===== src/rtl/sleep_ctrl_pkg.sv =====
package sleep_ctrl_pkg;

  typedef enum logic [2:0] {
    MODE_IDLE  = 3'b000,
    MODE_ADCNR = 3'b001,
    MODE_PDOWN = 3'b010,
    MODE_PSAVE = 3'b011,
    MODE_STBY  = 3'b110
  } sleep_mode_e;

  typedef enum logic [1:0] {
    ST_RUN   = 2'd0,
    ST_SLEEP = 2'd1,
    ST_WAIT  = 2'd2
  } ctrl_state_e;

  typedef struct packed {
    logic cpu;
    logic io;
    logic async_tmr;
    logic adc;
    logic osc;
  } dom_en_t;

  localparam dom_en_t DOM_ALL_ON  = 5'b11111;
  localparam dom_en_t DOM_OSC_ONLY = 5'b00001;

endpackage


===== src/rtl/sleep_mode_decode.sv =====
module sleep_mode_decode
  import sleep_ctrl_pkg::*;
(
  input  logic [2:0] mode_i,
  output logic       valid_o,
  output logic       async_only_o,
  output logic       slow_wake_o,
  output dom_en_t    keep_o
);

  always_comb begin
    valid_o      = 1'b1;
    async_only_o = 1'b0;
    slow_wake_o  = 1'b0;
    keep_o       = DOM_ALL_ON;
    case (mode_i)
      MODE_IDLE: begin
        keep_o = '{cpu: 1'b0, io: 1'b1, async_tmr: 1'b1, adc: 1'b1, osc: 1'b1};
      end
      MODE_ADCNR: begin
        keep_o = '{cpu: 1'b0, io: 1'b0, async_tmr: 1'b1, adc: 1'b1, osc: 1'b1};
      end
      MODE_PDOWN: begin
        keep_o       = '{cpu: 1'b0, io: 1'b0, async_tmr: 1'b0, adc: 1'b0, osc: 1'b0};
        async_only_o = 1'b1;
        slow_wake_o  = 1'b1;
      end
      MODE_PSAVE: begin
        keep_o       = '{cpu: 1'b0, io: 1'b0, async_tmr: 1'b1, adc: 1'b0, osc: 1'b0};
        async_only_o = 1'b1;
        slow_wake_o  = 1'b1;
      end
      MODE_STBY: begin
        keep_o       = '{cpu: 1'b0, io: 1'b0, async_tmr: 1'b0, adc: 1'b0, osc: 1'b1};
        async_only_o = 1'b1;
      end
      default: begin
        valid_o = 1'b0;
      end
    endcase
  end

endmodule


===== src/rtl/sleep_wake_filter.sv =====
module sleep_wake_filter #(
  parameter int unsigned N_IRQ = 4
) (
  input  logic [N_IRQ-1:0] irq_i,
  input  logic [N_IRQ-1:0] irq_en_i,
  input  logic [N_IRQ-1:0] irq_async_i,
  input  logic             async_only_i,
  output logic             wake_o
);

  logic [N_IRQ-1:0] line_ok;

  for (genvar g = 0; g < N_IRQ; g++) begin : g_line
    // I/O-clocked sources are blind when the I/O clock is stopped
    assign line_ok[g] = irq_i[g] & irq_en_i[g] & (irq_async_i[g] | ~async_only_i);
  end

  assign wake_o = |line_ok;

endmodule


===== src/rtl/sleep_osc_timer.sv =====
module sleep_osc_timer #(
  parameter int unsigned CNT_W = 8
) (
  input  logic             clk_i,
  input  logic             rst_ni,
  input  logic             clear_i,
  input  logic             tick_i,
  input  logic [CNT_W-1:0] limit_i,
  output logic             done_o
);

  logic [CNT_W-1:0] cnt_q;

  assign done_o = (cnt_q >= limit_i);

  always_ff @(posedge clk_i or negedge rst_ni) begin
    if (!rst_ni)          cnt_q <= '0;
    else if (clear_i)     cnt_q <= '0;
    else if (tick_i && !done_o) cnt_q <= cnt_q + 1'b1;
  end

endmodule


===== src/rtl/sleep_clk_ctrl.sv =====
module sleep_clk_ctrl
  import sleep_ctrl_pkg::*;
#(
  parameter int unsigned N_IRQ = 4,
  parameter int unsigned CNT_W = 8
) (
  input  logic             clk_i,
  input  logic             rst_ni,
  input  logic             sleep_en_i,
  input  logic             sleep_req_i,
  input  logic [2:0]       mode_i,
  input  logic [N_IRQ-1:0] irq_i,
  input  logic [N_IRQ-1:0] irq_en_i,
  input  logic [N_IRQ-1:0] irq_async_i,
  input  logic             rst_req_i,
  input  logic             ref_tick_i,
  input  logic [CNT_W-1:0] startup_ticks_i,
  output logic             clk_en_cpu_o,
  output logic             clk_en_io_o,
  output logic             clk_en_async_o,
  output logic             clk_en_adc_o,
  output logic             clk_en_osc_o,
  output logic             wake_pulse_o,
  output logic [2:0]       wake_mode_o
);

  ctrl_state_e state_q, state_d;
  logic [2:0]  mode_q, mode_d;
  logic        pulse_q, pulse_d;

  logic    req_valid, req_async_only, req_slow;
  dom_en_t req_keep;
  logic    cur_valid, cur_async_only, cur_slow;
  dom_en_t cur_keep;
  logic    wake;
  logic    wait_done;
  dom_en_t en_state, en_out;

  sleep_mode_decode u_req_dec (
    .mode_i      (mode_i),
    .valid_o     (req_valid),
    .async_only_o(req_async_only),
    .slow_wake_o (req_slow),
    .keep_o      (req_keep)
  );

  sleep_mode_decode u_cur_dec (
    .mode_i      (mode_q),
    .valid_o     (cur_valid),
    .async_only_o(cur_async_only),
    .slow_wake_o (cur_slow),
    .keep_o      (cur_keep)
  );

  sleep_wake_filter #(.N_IRQ(N_IRQ)) u_filter (
    .irq_i       (irq_i),
    .irq_en_i    (irq_en_i),
    .irq_async_i (irq_async_i),
    .async_only_i(cur_async_only),
    .wake_o      (wake)
  );

  sleep_osc_timer #(.CNT_W(CNT_W)) u_timer (
    .clk_i  (clk_i),
    .rst_ni (rst_ni),
    .clear_i(state_q != ST_WAIT),
    .tick_i (ref_tick_i),
    .limit_i(startup_ticks_i),
    .done_o (wait_done)
  );

  always_comb begin
    state_d = state_q;
    mode_d  = mode_q;
    pulse_d = 1'b0;
    if (rst_req_i) begin
      state_d = ST_RUN;
    end else begin
      case (state_q)
        ST_RUN: begin
          if (sleep_req_i && sleep_en_i && req_valid) begin
            state_d = ST_SLEEP;
            mode_d  = mode_i;
          end
        end
        ST_SLEEP: begin
          if (wake) begin
            if (cur_slow) begin
              state_d = ST_WAIT;
            end else begin
              state_d = ST_RUN;
              pulse_d = 1'b1;
            end
          end
        end
        ST_WAIT: begin
          if (wait_done) begin
            state_d = ST_RUN;
            pulse_d = 1'b1;
          end
        end
        default: state_d = ST_RUN;
      endcase
    end
  end

  always_ff @(posedge clk_i or negedge rst_ni) begin
    if (!rst_ni) begin
      state_q <= ST_RUN;
      mode_q  <= 3'b000;
      pulse_q <= 1'b0;
    end else begin
      state_q <= state_d;
      mode_q  <= mode_d;
      pulse_q <= pulse_d;
    end
  end

  always_comb begin
    case (state_q)
      ST_SLEEP: en_state = cur_keep;
      ST_WAIT:  en_state = DOM_OSC_ONLY;
      default:  en_state = DOM_ALL_ON;
    endcase
    // reset request must open clocks without waiting for an edge
    en_out = en_state | {5{rst_req_i}};
  end

  assign clk_en_cpu_o   = en_out.cpu;
  assign clk_en_io_o    = en_out.io;
  assign clk_en_async_o = en_out.async_tmr;
  assign clk_en_adc_o   = en_out.adc;
  assign clk_en_osc_o   = en_out.osc;
  assign wake_pulse_o   = pulse_q;
  assign wake_mode_o    = mode_q;

  logic unused_ok;
  assign unused_ok = ^{req_async_only, req_slow, req_keep, cur_valid};

endmodule


===== config.mk =====
export PLATFORM = sky130hd
export DESIGN_NAME = sleep_clk_ctrl
export DESIGN_NICKNAME = d
export VERILOG_FILES = /design/src/rtl/sleep_ctrl_pkg.sv /design/src/rtl/sleep_mode_decode.sv /design/src/rtl/sleep_wake_filter.sv /design/src/rtl/sleep_osc_timer.sv /design/src/rtl/sleep_clk_ctrl.sv
export SDC_FILE = /design/constraint.sdc
export NUM_CORES = 1
export LEC_CHECK = 0
export BUFFER_PORTS_ARGS = -buffer_cell sky130_fd_sc_hd__buf_4
export CAP_MARGIN = 15
export CORE_ASPECT_RATIO = 1.75
export CORE_MARGIN = 4
export CORE_UTILIZATION = 49
export DETAILED_ROUTE_END_ITERATION = 12
export MAX_ROUTING_LAYER = met4
export PLACE_DENSITY = 0.8
export SKIP_LAST_GASP = 1
export SYNTH_ARGS = -nofsm -noshare
export SYNTH_HDL_FRONTEND = slang
export SYNTH_SLANG_ARGS = --single-unit

===== constraint.sdc =====
create_clock -name clk_i -period 2.4 [get_ports clk_i]
set_input_delay 0 -clock clk_i [delete_from_list [all_inputs] [get_ports clk_i]]
set_output_delay 0 -clock clk_i [all_outputs]
set_load 0.01 [all_outputs]

==> summary.txt <==
Drt
  – Vias: 1102
  – Routed WL per cell: 15.2 um
  – Routed Antenna Nets: 0
  – Drt pass-1 iters: 4
  – Detailed Route WL: 2880 um
  – Starting DRT DRC Count: 40
  – # DRC: 0
  – Via density: 5.83

Logic synthesis
  – Warning count from the yosys run: 0
  – Async SR Flop Fraction: 100%
  – Area share of the largest cell type after synthesis: 31.4%
  – Area contributors post-synth: dfrtp_1 (31%), ha_1 (13%), inv_1 (4.7%)
  – Mapped Nets: 160
  – Syn avg cell area: 9.39 sq um
  – Yosys reg bits: 14
  – Gate Count Post-Synth: 119
  – Leading area contributor after synthesis: dfrtp_1
  – Seq/Total Area, Yosys: 31.4%
  – Post-Synthesis Cell Area: 1120 sq um
  – Post-synthesis cell type count: 40
  – Prevailing post-synth register cell: dfrtp_1
  – Most frequent cells after synthesis: dfrtp_1 (14), inv_1 (14), ha_1 (12)
  – Post-synth EDFFs: 0

Global route
  – Met1 global-route usage: 20.0%
  – Met3 global-route usage: 3.82%
  – Total gr overflow: 0
  – Total GRT Usage: 21.8%
  – First-pass GRT wire length: 5070 um
  – GR peak layer: met2
  – Initial antenna violation count: 0
  – Vias in the first global route: 1215
  – Met2 Track Usage GR: 41.7%
  – Largest net degree at the start of global routing: 15

Timing
  – Setup TNS: 0 ns
  – Final setup violation count: 0
  – Final hold slack: 0.0693 ns
  – Max-slew violation count: 0
  – Period utilization: 94.8%
  – RSZ-0062 raised after global routing: yes
  – Worst relative slew slack: 63.4%
  – Clk_skew: 0.000619 ns
  – Final hold vios: 0
  – Slew @ Worst Pin: 0.546 ns
  – Fmax: 0.440 GHz
  – Min Tclk post-route: 2.27 ns

Worst setup path
  – WS Path Type: reg -> reg
  – CP Launch Type: register
  – CP Max Fanout: 6
  – Peak per-stage delay on the critical path: 0.53 ns
  – Critical path capture point type: register
  – Crit path buf inv count: 0
  – Crit-path slowest cell: or4_1
  – Critical Path RT: 2.61 ns
  – Crit-path cells: ha_1 > and3_4 > a221oi_2 > o311ai_2 > or4_1 > a21oi_1
  – Crit path max-delay family: compound AO/OA/AOI/OAI gates
  – Data arrival, critical path: 2.48 ns

Placement
  – # port buffers: 37
  – Placed cell areas: 1440 sq um
  – DPL Wire Length: 2350 um
  – RePlAce Congestion: 0.908

Pwr
  – Reg power frac: 46.7%
  – VDD IR-drop max: 0.314 mV
  – Combinational Power Share: 31.4%
  – Total internal power: 0.413 mW
  – Leak Pwr: 0.696 nW
  – Switch Pwr: 0.175 mW
  – Power Dens Cells: 388 nW/um^2
  – Sw Share: 29.8%
  – Clk pwr share: 21.9%

Floorplanning
  – Initial core utilization: 52.0%
  – Site Rows: 22
  – Die area: 3140 sq um
  – Die height: 71.2 um
  – IO Pins: 38
  – Width of the die: 44.1 um
  – Core Area: 2150 sq um

Clocking
  – Total CTS buffers: 3
  – Clock transition at path regs: 0.08 ns
  – CTS tree: yes
  – Max clock buf depth: 2
  – Clk sinks: 14
  – Post CTS Setup Buffer Count: 0
  – Clock root cell: clkbuf_4
  – H-tree depth: 1
  – Clock latency on the worst-skew pair: 0.28 ns

Final layout
  – Layout net count: 208
  – Share of layout cells above drive strength 1: 32.1%
  – Area added between synthesis and finish: 35.7%
  – Post-route cell area: 1520 sq um
  – Filler Cell Count: 167
  – ANT cells: 0

Min path
  – Hold Crit Class: in -> reg

Status
  – Status: complete, no violations

Flow run
  – Max cap viols: 0
state kept, by name, indices dropped and copies added, names as in the netlist:
register and count:
wake_pulse_o 1, u_timer.cnt_q 8, state_q 2, wake_mode_o 3
cell type report:
| cell class | count | area [sq um] | share of cell area, % |
|---|---|---|---|
| inverter | 14 | 52.6 | 3.47 |
| timing repair buffer | 44 | 343 | 22.6 |
| sequential | 14 | 350 | 23.1 |
| clock buffer | 3 | 22.5 | 1.49 |
| multi-input combinational | 90 | 718 | 47.4 |
| tap | 24 | 30.0 | 1.98 |
layout by cell type, fill, tap and decap left out, types with 2 or more instances in the layout:
cell type       n
mux2_2          3
dlygate4sd3_1   5
a21oi_1         7
nand4_1         2
or3_1           3
o211ai_1        5
nand2_1        11
o21ai_0         3
mux2i_1         3
o221ai_1        2
nand3_1         3
inv_1          14
nor2_1          3
nand2b_1        7
ha_1           12
clkbuf_4        3
buf_4          39
a21o_1          3
dfrtp_1        14
cell families (layout without fill, tap and decap cells):
kind of cell | Yosys count | in the layout | synth area share [%]
mux | 7 | 7 | 6.72
simple gates | 39 | 39 | 19.9
compound gates | 32 | 32 | 23.5
flops | 14 | 14 | 31.4
fa+ha+maj | 12 | 12 | 13.4
buf+inv | 15 | 61 | 5.04
power by group through the flow:
stage	sequential (mW)	clock, mW	combinational [mW]
3_5_place_dp	0.279	0	0.178
5_1_grt	0.279	0.146	0.202
3_3_place_gp	0.279	0	0.172
6_report	0.275	0.129	0.185
2_1_floorplan	0.279	0	0.0848
4_1_cts	0.274	0.130	0.185
stage by stage:
step                power, mW  utilization [%]  worst slack [ns]  std cells
finish                  0.589             70.6             0.126        189
global route            0.627             70.6           -0.0278        189
CTS                     0.590             70.3            0.0923        189
detailed placement      0.457             66.9             0.132        181
global placement        0.451             66.9             0.174        181
floorplan               0.364                -             0.309        119
per-layer routing:
layer | part of all wire, % | routed length [um] | vias to the layer above
li1 | - | - | 537
met1 | 35 | 1020 | 509
met5 | 0 | 0 | -
met2 | 57 | 1630 | 51
met4 | 1.5 | 42 | 0
met3 | 6.6 | 189 | 5
worst paths after layout:
check,from,to,slack (ns),depth (start not counted)
worst max-delay path,u_timer.cnt_q[6],u_timer.cnt_q[5],0.13,6
worst min-delay path,ref_tick_i,u_timer.cnt_q[6],0.07,3
worst max register to register,u_timer.cnt_q[6],u_timer.cnt_q[5],0.13,6
worst min register to register,state_q[1],state_q[1],0.55,1
max in group asynchronous,rst_ni,u_timer.cnt_q[2],2.13,2
min in group asynchronous,rst_ni,state_q[0],0.10,2
worst min-delay path, delay by kind of cell:
kind | cells | cell delay [ns]
compound gates | 1 | 0.08
buf+inv | 1 | 0.13
simple gates | 1 | 0.10
repair_timing:
item,in CTS,in global routing
endpoints found under the hold margin,18,0
endpoints found under the setup margin,0,1
hold buffers,5,0
gates resized for setup,0,1
(Power assumes the default switching activity.)
